===== config.mk =====
export PLATFORM = sky130hd
export DESIGN_NAME = spr_write_unit
export DESIGN_NICKNAME = d
export VERILOG_FILES = /design/src/rtl/spr_pkg.sv /design/src/rtl/spr_decode.sv /design/src/rtl/spr_kernel_bank.sv /design/src/rtl/spr_timebase.sv /design/src/rtl/spr_write_unit.sv
export SDC_FILE = /design/constraint.sdc
export NUM_CORES = 1
export LEC_CHECK = 0
export CAP_MARGIN = 40
export CELL_PAD_IN_SITES_DETAIL_PLACEMENT = 0
export CELL_PAD_IN_SITES_GLOBAL_PLACEMENT = 2
export CORE_AREA = 2 2 355 357
export CTS_BUF_LIST = sky130_fd_sc_hd__clkbuf_8
export DETAILED_ROUTE_END_ITERATION = 12
export DIE_AREA = 0 0 357 359
export PLACE_DENSITY = 0.72
export SYNTH_ARGS = -nofsm -noshare
export SYNTH_HDL_FRONTEND = slang
export SYNTH_SLANG_ARGS = --single-unit

===== constraint.sdc =====
create_clock -name clk -period 32.8 [get_ports clk]
set_input_delay 3.28 -clock clk [delete_from_list [all_inputs] [get_ports clk]]
set_output_delay 3.28 -clock clk [all_outputs]
set_load 0.02 [all_outputs]

===== src/rtl/spr_pkg.sv =====
package spr_pkg;
  localparam int XLEN  = 64;
  localparam int HALF  = XLEN / 2;
  localparam int NKERN = 8;
  localparam int KIW   = $clog2(NKERN);
  localparam int LENW  = 7;

  localparam logic [5:0] OP_MAJOR = 6'd31;
  localparam logic [9:0] OP_MINOR = 10'd467;

  typedef enum logic [2:0] {
    TGT_NONE,
    TGT_XER,
    TGT_LR,
    TGT_CTR,
    TGT_VRS,
    TGT_TBL,
    TGT_TBU,
    TGT_KERN
  } tgt_e;

  function automatic logic [9:0] spr_untwist(input logic [9:0] f);
    return {f[4:0], f[9:5]};
  endfunction
endpackage


===== src/rtl/spr_decode.sv =====
module spr_decode
  import spr_pkg::*;
(
  input  logic [31:1]    insn,
  output tgt_e           tgt,
  output logic [KIW-1:0] kidx,
  output logic           priv,
  output logic [4:0]     rs_sel
);
  logic [9:0] num;
  logic       match;

  assign num    = spr_untwist(insn[20:11]);
  assign match  = (insn[31:26] == OP_MAJOR) && (insn[10:1] == OP_MINOR);
  assign rs_sel = insn[25:21];

  always_comb begin
    tgt  = TGT_NONE;
    kidx = '0;
    priv = 1'b0;
    if (match) begin
      case (num)
        10'd1:    tgt = TGT_XER;
        10'd8:    tgt = TGT_LR;
        10'd9:    tgt = TGT_CTR;
        10'd256:  tgt = TGT_VRS;
        10'd284:  begin tgt = TGT_TBL; priv = 1'b1; end
        10'd285:  begin tgt = TGT_TBU; priv = 1'b1; end
        10'd18:   begin tgt = TGT_KERN; priv = 1'b1; kidx = KIW'(0); end
        10'd19:   begin tgt = TGT_KERN; priv = 1'b1; kidx = KIW'(1); end
        10'd272:  begin tgt = TGT_KERN; priv = 1'b1; kidx = KIW'(2); end
        10'd273:  begin tgt = TGT_KERN; priv = 1'b1; kidx = KIW'(3); end
        10'd274:  begin tgt = TGT_KERN; priv = 1'b1; kidx = KIW'(4); end
        10'd275:  begin tgt = TGT_KERN; priv = 1'b1; kidx = KIW'(5); end
        10'd1008: begin tgt = TGT_KERN; priv = 1'b1; kidx = KIW'(6); end
        10'd1009: begin tgt = TGT_KERN; priv = 1'b1; kidx = KIW'(7); end
        default:  tgt = TGT_NONE;
      endcase
    end
  end
endmodule


===== src/rtl/spr_kernel_bank.sv =====
module spr_kernel_bank #(
  parameter int W   = 64,
  parameter int N   = 8,
  localparam int IW = $clog2(N)
) (
  input  logic                clk,
  input  logic                rst_n,
  input  logic                we,
  input  logic [IW-1:0]       widx,
  input  logic [W-1:0]        wdata,
  output logic [N-1:0][W-1:0] q
);
  for (genvar i = 0; i < N; i++) begin : g_reg
    logic         en;
    logic [W-1:0] d;

    always_comb begin
      en = we && (widx == IW'(i));
      d  = en ? wdata : q[i];
    end

    always_ff @(posedge clk or negedge rst_n) begin
      if (!rst_n) q[i] <= '0;
      else if (en) q[i] <= d;
    end
  end
endmodule


===== src/rtl/spr_timebase.sv =====
module spr_timebase #(
  parameter int W   = 64,
  localparam int HW = W / 2
) (
  input  logic          clk,
  input  logic          rst_n,
  input  logic          we_lo,
  input  logic          we_hi,
  input  logic [HW-1:0] wdata,
  output logic [W-1:0]  q
);
  logic [W-1:0] d;
  logic         en;

  always_comb begin
    d = q;
    if (we_lo) d[HW-1:0] = wdata;
    if (we_hi) d[W-1:HW] = wdata;
    en = we_lo | we_hi;
  end

  always_ff @(posedge clk or negedge rst_n) begin
    if (!rst_n) q <= '0;
    else if (en) q <= d;
  end
endmodule


===== src/rtl/spr_write_unit.sv =====
module spr_write_unit
  import spr_pkg::*;
(
  input  logic                        clk,
  input  logic                        rst_n,
  input  logic                        in_valid,
  input  logic [31:0]                 in_insn,
  input  logic [XLEN-1:0]             in_rs_val,
  input  logic                        in_super,
  output logic [4:0]                  rs_sel,
  output logic                        done,
  output logic                        illegal,
  output logic                        priv_trap,
  output logic [XLEN-1:0]             pc,
  output logic [XLEN-1:0]             lr,
  output logic [XLEN-1:0]             ctr,
  output logic [HALF-1:0]             vrsave,
  output logic                        xer_so,
  output logic                        xer_ov,
  output logic                        xer_ca,
  output logic [LENW-1:0]             xer_len,
  output logic [XLEN-1:0]             tbase,
  output logic [NKERN-1:0][XLEN-1:0]  kern_regs
);
  // Reset: asynchronous assertion, release through two flops
  logic rst_s1, rst_sn;
  always_ff @(posedge clk or negedge rst_n) begin
    if (!rst_n) begin
      rst_s1 <= 1'b0;
      rst_sn <= 1'b0;
    end else begin
      rst_s1 <= 1'b1;
      rst_sn <= rst_s1;
    end
  end

  logic unused_rsv;
  assign unused_rsv = in_insn[0];

  tgt_e           tgt;
  logic [KIW-1:0] kidx;
  logic           priv;

  spr_decode u_dec (
    .insn   (in_insn[31:1]),
    .tgt    (tgt),
    .kidx   (kidx),
    .priv   (priv),
    .rs_sel (rs_sel)
  );

  logic ok, f_ill, f_prv;
  always_comb begin
    f_ill = in_valid && (tgt == TGT_NONE);
    f_prv = in_valid && (tgt != TGT_NONE) && priv && !in_super;
    ok    = in_valid && !f_ill && !f_prv;
  end

  spr_timebase #(.W(XLEN)) u_tb (
    .clk   (clk),
    .rst_n (rst_sn),
    .we_lo (ok && (tgt == TGT_TBL)),
    .we_hi (ok && (tgt == TGT_TBU)),
    .wdata (in_rs_val[HALF-1:0]),
    .q     (tbase)
  );

  spr_kernel_bank #(.W(XLEN), .N(NKERN)) u_kern (
    .clk   (clk),
    .rst_n (rst_sn),
    .we    (ok && (tgt == TGT_KERN)),
    .widx  (kidx),
    .wdata (in_rs_val),
    .q     (kern_regs)
  );

  // Next state for the registers held directly in the top
  logic [XLEN-1:0] pc_d, lr_d, ctr_d;
  logic [HALF-1:0] vrs_d;
  logic            so_d, ov_d, ca_d;
  logic [LENW-1:0] len_d;
  logic            pc_en, lr_en, ctr_en, vrs_en, xer_en;

  always_comb begin
    pc_en  = ok;
    lr_en  = ok && (tgt == TGT_LR);
    ctr_en = ok && (tgt == TGT_CTR);
    vrs_en = ok && (tgt == TGT_VRS);
    xer_en = ok && (tgt == TGT_XER);
    pc_d   = pc + XLEN'(4);
    lr_d   = in_rs_val;
    ctr_d  = {{(XLEN-HALF){1'b0}}, in_rs_val[HALF-1:0]};
    vrs_d  = in_rs_val[HALF-1:0];
    so_d   = in_rs_val[31];
    ov_d   = in_rs_val[30];
    ca_d   = in_rs_val[29];
    len_d  = in_rs_val[LENW-1:0];
  end

  always_ff @(posedge clk or negedge rst_sn) begin
    if (!rst_sn) begin
      done      <= 1'b0;
      illegal   <= 1'b0;
      priv_trap <= 1'b0;
      pc        <= '0;
      lr        <= '0;
      ctr       <= '0;
      vrsave    <= '0;
      xer_so    <= 1'b0;
      xer_ov    <= 1'b0;
      xer_ca    <= 1'b0;
      xer_len   <= '0;
    end else begin
      done      <= in_valid;
      illegal   <= f_ill;
      priv_trap <= f_prv;
      if (pc_en)  pc     <= pc_d;
      if (lr_en)  lr     <= lr_d;
      if (ctr_en) ctr    <= ctr_d;
      if (vrs_en) vrsave <= vrs_d;
      if (xer_en) begin
        xer_so  <= so_d;
        xer_ov  <= ov_d;
        xer_ca  <= ca_d;
        xer_len <= len_d;
      end
    end
  end
endmodule


# Word level (Yosys, flattened, before mapping)
# Index checks and enable logic that the tools add are counted.
# word_totals
register_bits	783
out_inout_bits	818
# classes
add_sub_neg	1
eq_ne	30
muxes	6
n_bitwise	1
n_reduce_logical	32
# ops
op	count
$eq 10x9->1 const B	8
$add 64x3->64 const B	1
$pmux 3 s7	2
$eq 3x3->1 const B	8
$logic_and 1x1->1	22
$eq 10x10->1 const B	2
$eq 10x4->1 const B	2
$eq 10x5->1 const B	2
$eq 3x2->1 const B	4
$eq 10x1->1 const B	1
$reduce_or 10->1	1
$reduce_or 8->1	1
$eq 3x1->1 const B	2
$eq 6x5->1 const B	1
$logic_not 3->1	2
$mux 3	2
$reduce_and 2->1	2
$logic_not 1->1	3
$reduce_bool 3->1	1
$mux 1	2
$or 1x1->1	1

# Logic depth before layout (Yosys ltp)
# depth
ltp_word	13
mapped_depth	9

# By module
# A second synthesis with hierarchy kept.
# unflattened
hier_cells	1892
hier_area_um2	30688.2
# modules_own_cells
module	n_inst	cells_each	area_each_um2	seq_area_each_um2
spr_kernel_bank	1	1087	19177.1	12812.3
spr_write_unit	1	629	8546.9	5129.9
spr_timebase	1	136	2690.1	1601.5
spr_decode	1	40	274.0	0.0

# Worst setup path after synthesis
# Ideal clock, no wire load.
# synth_timing
path_type	input to output
startpoint	input in_insn[21]
endpoint	output rs_sel[0]
arrival_ps	3414
required_ps	29520
path_slack_ps	26106
stages	1
path_buffers	1
path_cell_list	buf_4
# synth_rtl
item	line	text
start, declared	spr_write_unit.sv:7	input logic [31:0] in_insn,
end, declared	spr_write_unit.sv:10	output logic [4:0] rs_sel,
# No word-level cell between the ends.

# Worst setup path after layout
# layout_timing
startpoint	input in_insn[21]
endpoint	output rs_sel[0]
# No word-level cell between the ends.

==> reports/qor.csv <==
stage,metric,value,unit
timing,worst hold-check slack,0.352,ns
setup_path,type of origin of the critical path,input port,
yosys,fraction of registers with async set/reset,100,%
floorplan,row count,130,
yosys,Cells after Synth,1959,
yosys,main flop type after synthesis,dfrtp_1,
cts,clock transition at the register clock pins on the worst setup and hold paths after CTS,0.06,ns
cts,"buffers from clock root to sink, at most",3,
floorplan,number of ports placed on the die boundary,918,
layout,Area Growth Syn to Fin,44.5,%
global_route,total routing resource utilization after global routing,16.4,%
timing,Slew HR,38.7,%
detailed_routing,post-detailed-route wirelength per cell,22.8,um
detailed_routing,total vias in the final route,20000,
cts,number of hold-repair buffers added at the cts stage,0,
layout,area taken by multi-input logic gates,0.0103,mm2
cts,sinks on the clock net,781,
timing,Total Negative Setup Slacks,0,ns
yosys,number of warning messages in the yosys log,0,
detailed_routing,first-pass detailed-route iteration total,5,
yosys,number of different library cells in the post-synthesis netlist,47,
power_and_ir_drop,Pwr Density,43.8,mW/mm2
place,placement-stage worst setup slack,25.39,ns
worst_hold_path,path class of the lowest-slack min-delay path,flop to asynchronous set/reset pin,
layout,fill cell instance count of the final layout,12300,
yosys,combined area of all synthesized cells,0.0304,mm2
floorplan,floorplan die width,357,um
timing,max-slew violation count,0,
place,RePlAce Congestion,0.767,
cts,CTS HTree Levels,4,
global_route,number of antenna violations at the first check in global routing,12,
global_route,vias in the first global route,20600,
floorplan,die area,0.128,mm2
timing,Final Cycle Share,20.0,%
timing,final setup slack of the worst path,26.24,ns
setup_path,critical path data arrival time,3.28,ns
floorplan,Chip Height,359,um
global_route,global route total overflow,0,
setup_path,required time of the critical path,29.52,ns
yosys,Seq cells post-synth,781,
layout,fraction of layout instances using a drive strength above 1,28.6,%
detailed_routing,Via-to-Cell Ratio,4.30,
place,HPWL after detailed placement,73900,um
global_route,pin count of the biggest net entering global routing,154,
power_and_ir_drop,maximum ir drop on the vdd rail,37.0,uV
setup_path,path type of the worst setup path,input port to output pin,
timing,unrepaired setup endpoints after global routing,no,
cts,"Clk Latency, worst-skew pair",0.86,ns
floorplan,initial standard-cell utilization of the core,24.4,%
layout,number of nets in the final layout,2998,
cts,clock tree from TritonCTS,done,
detailed_routing,total routed wirelength,106000,um
place,IO buf count,872,
global_route,global-route wire length before repair,153000,um
floorplan,Std-Cell Core Area,0.125,mm2
outcome,outcome,"complete, no violations",
power_and_ir_drop,leakage power of the design,21.1,nW
cts,CTS root buf,clkbuf_8,
cts,cts bufs inserted,144,
detailed_routing,Final ANT Viol Nets,0,
layout,register area,0.0195,mm2
detailed_routing,violation count after the first detailed-route iteration,828,
timing,Clock Skews,0.0251,ns
cts,number of buffers added for setup after CTS,0,
setup_path,largest fanout on the critical path,1,
timing,clock period minus worst slack,6.56,ns
yosys,average cell area after synthesis,15.5,um2
detailed_routing,remaining routing DRC violations,0,
run,number of max-cap violations,0,
timing,slew at the pin closest to its max-slew limit,0.920,ns
cts,Post-CTS Resized,0,
timing,count of endpoints failing setup in the final report,0,
timing,endpoints failing hold,0,
yosys,number of enable-type register cells in the synthesized netlist,0,
setup_path,CP Capture Type,output pin,
yosys,sequential share of the synthesized area,64.2,%
timing,Peak Freq,152,MHz
[placed cells by master, fill, tap and decap left out, types with 4 or more instances in the layout]
| cell | instances |
|---|---|
| clkinvlp_4 | 4 |
| inv_8 | 4 |
| nand4b_1 | 5 |
| nor4_1 | 30 |
| buf_12 | 4 |
| or3_1 | 4 |
| buf_16 | 5 |
| nand3_1 | 29 |
| diode_2 | 12 |
| nand2_1 | 26 |
| a21o_1 | 4 |
| mux2_2 | 600 |
| nand4_1 | 22 |
| and3_1 | 11 |
| buf_4 | 30 |
| mux2_1 | 115 |
| nor3_1 | 33 |
| buf_8 | 6 |
| dfrtp_1 | 780 |
| clkbuf_8 | 171 |
| nor2_1 | 12 |
| clkdlybuf4s50_1 | 872 |
| conb_1 | 35 |
| xor2_1 | 60 |
| inv_1 | 60 |
| and4_1 | 7 |
| clkinv_2 | 6 |
[power breakdown]
| part | internal, mW | switching [mW] |
|---|---|---|
| clock | 0.481 | 0.419 |
| combinational | 0.0152 | 0.0441 |
| sequential | 0.965 | 0.00121 |
[metal layers]
metal | GRT usage [%] | up-vias | wire length (um)
li1 | - | 8803 | -
met1 | 19.2 | 10300 | 42300
met2 | 27.6 | 704 | 52500
met3 | 5.95 | 174 | 8410
met4 | 5.55 | 12 | 2940
met5 | 0 | - | 73
[path summary, 6_finish.rpt]
kind	start	depth (start not counted)	to	slack [ns]
min in group clk	rst_s1	0	rst_sn	0.35
max in group asynchronous	rst_sn	5	u_kern.q[134]	29.05
hold reg to reg	rst_sn	0	u_kern.q[176]	0.35
setup reg to reg	rst_sn	5	u_kern.q[134]	29.05
setup / recovery	in_insn[21]	0	rs_sel[0]	26.24
hold / removal	rst_sn	0	u_kern.q[176]	0.35
[flip-flops by register name, summed over array words and instances (netlist names)]
name       count
ctr           32
xer_so         1
pc            62
xer_len        7
rst_sn         1
u_tb.q        64
done           1
lr            64
u_kern.q     512
xer_ca         1
vrsave        32
priv_trap      1
rst_s1         1
illegal        1
xer_ov         1
[logic make-up after synthesis]
logic type | after synthesis | share of synthesized area, %
muxes | 715 | 26.5
other | 2 | 0.0247
adders and majority gates | 1 | 0.0411
DFF | 781 | 64.2
and+or+nand+nor | 216 | 4.22
AOI/OAI and AO/OA | 19 | 0.531
buffers and inverters | 164 | 2.71
xor gates and xnor gates | 61 | 1.76
[through the flow]
stage               std cells  util [%]  cell area (um2)  power (mW)
finish                   4658      35.3            43900        1.93
global placement         4388      32.8            40900        1.04
floorplan                1992         -            30500        1.01
CTS                      4646      35.2            43900        1.97
detailed placement       4401      33.0            41200        1.04
global route             4650      35.3            43900        2.01
[Yosys cell counts, types with 2 or more instances]
cell      instances  area share, %
dfrtp_1         781             64
mux2_2          600             22
mux2_1          115            4.3
clkbuf_1         66           0.81
xor2_1           60            1.7
buf_2            50           0.82
buf_4            39           0.96
nand3_1          33           0.54
nor3_1           33           0.54
nor4_1           30           0.62
nand2_1          28           0.35
nand4_1          22           0.45
nor2_1           12           0.15
and3_1           11           0.23
and4_1            7           0.20
inv_1             6          0.074
nand4b_1          5           0.14
a21o_1            4          0.099
or3_1             4          0.082
or4_1             4          0.099
and2_1            3          0.062
buf_1             3          0.037
nand2b_1          3          0.062
nor3b_1           3          0.074
o211ai_1          3          0.074
or4b_1            3          0.099
a21oi_1           2          0.033
conb_1            2          0.025
nor2_2            2          0.041
nor4_2            2          0.082
nor4_4            2           0.14
nor4b_1           2          0.058
o211a_1           2          0.066
o21ai_0           2          0.033
o31a_1            2          0.058
or2_2             2          0.041
[final cells by class]
class                   count  area share, %
repair buffers            917           21.1
clock buffers             171           5.36
multi-input cells        1047           23.3
clock inverters            74          0.937
diodes                     12         0.0683
inverters                   6         0.0512
well taps                1650           4.70
flip-flops and latches    781           44.5
Note: power is estimated with default switching activity, not from simulation.
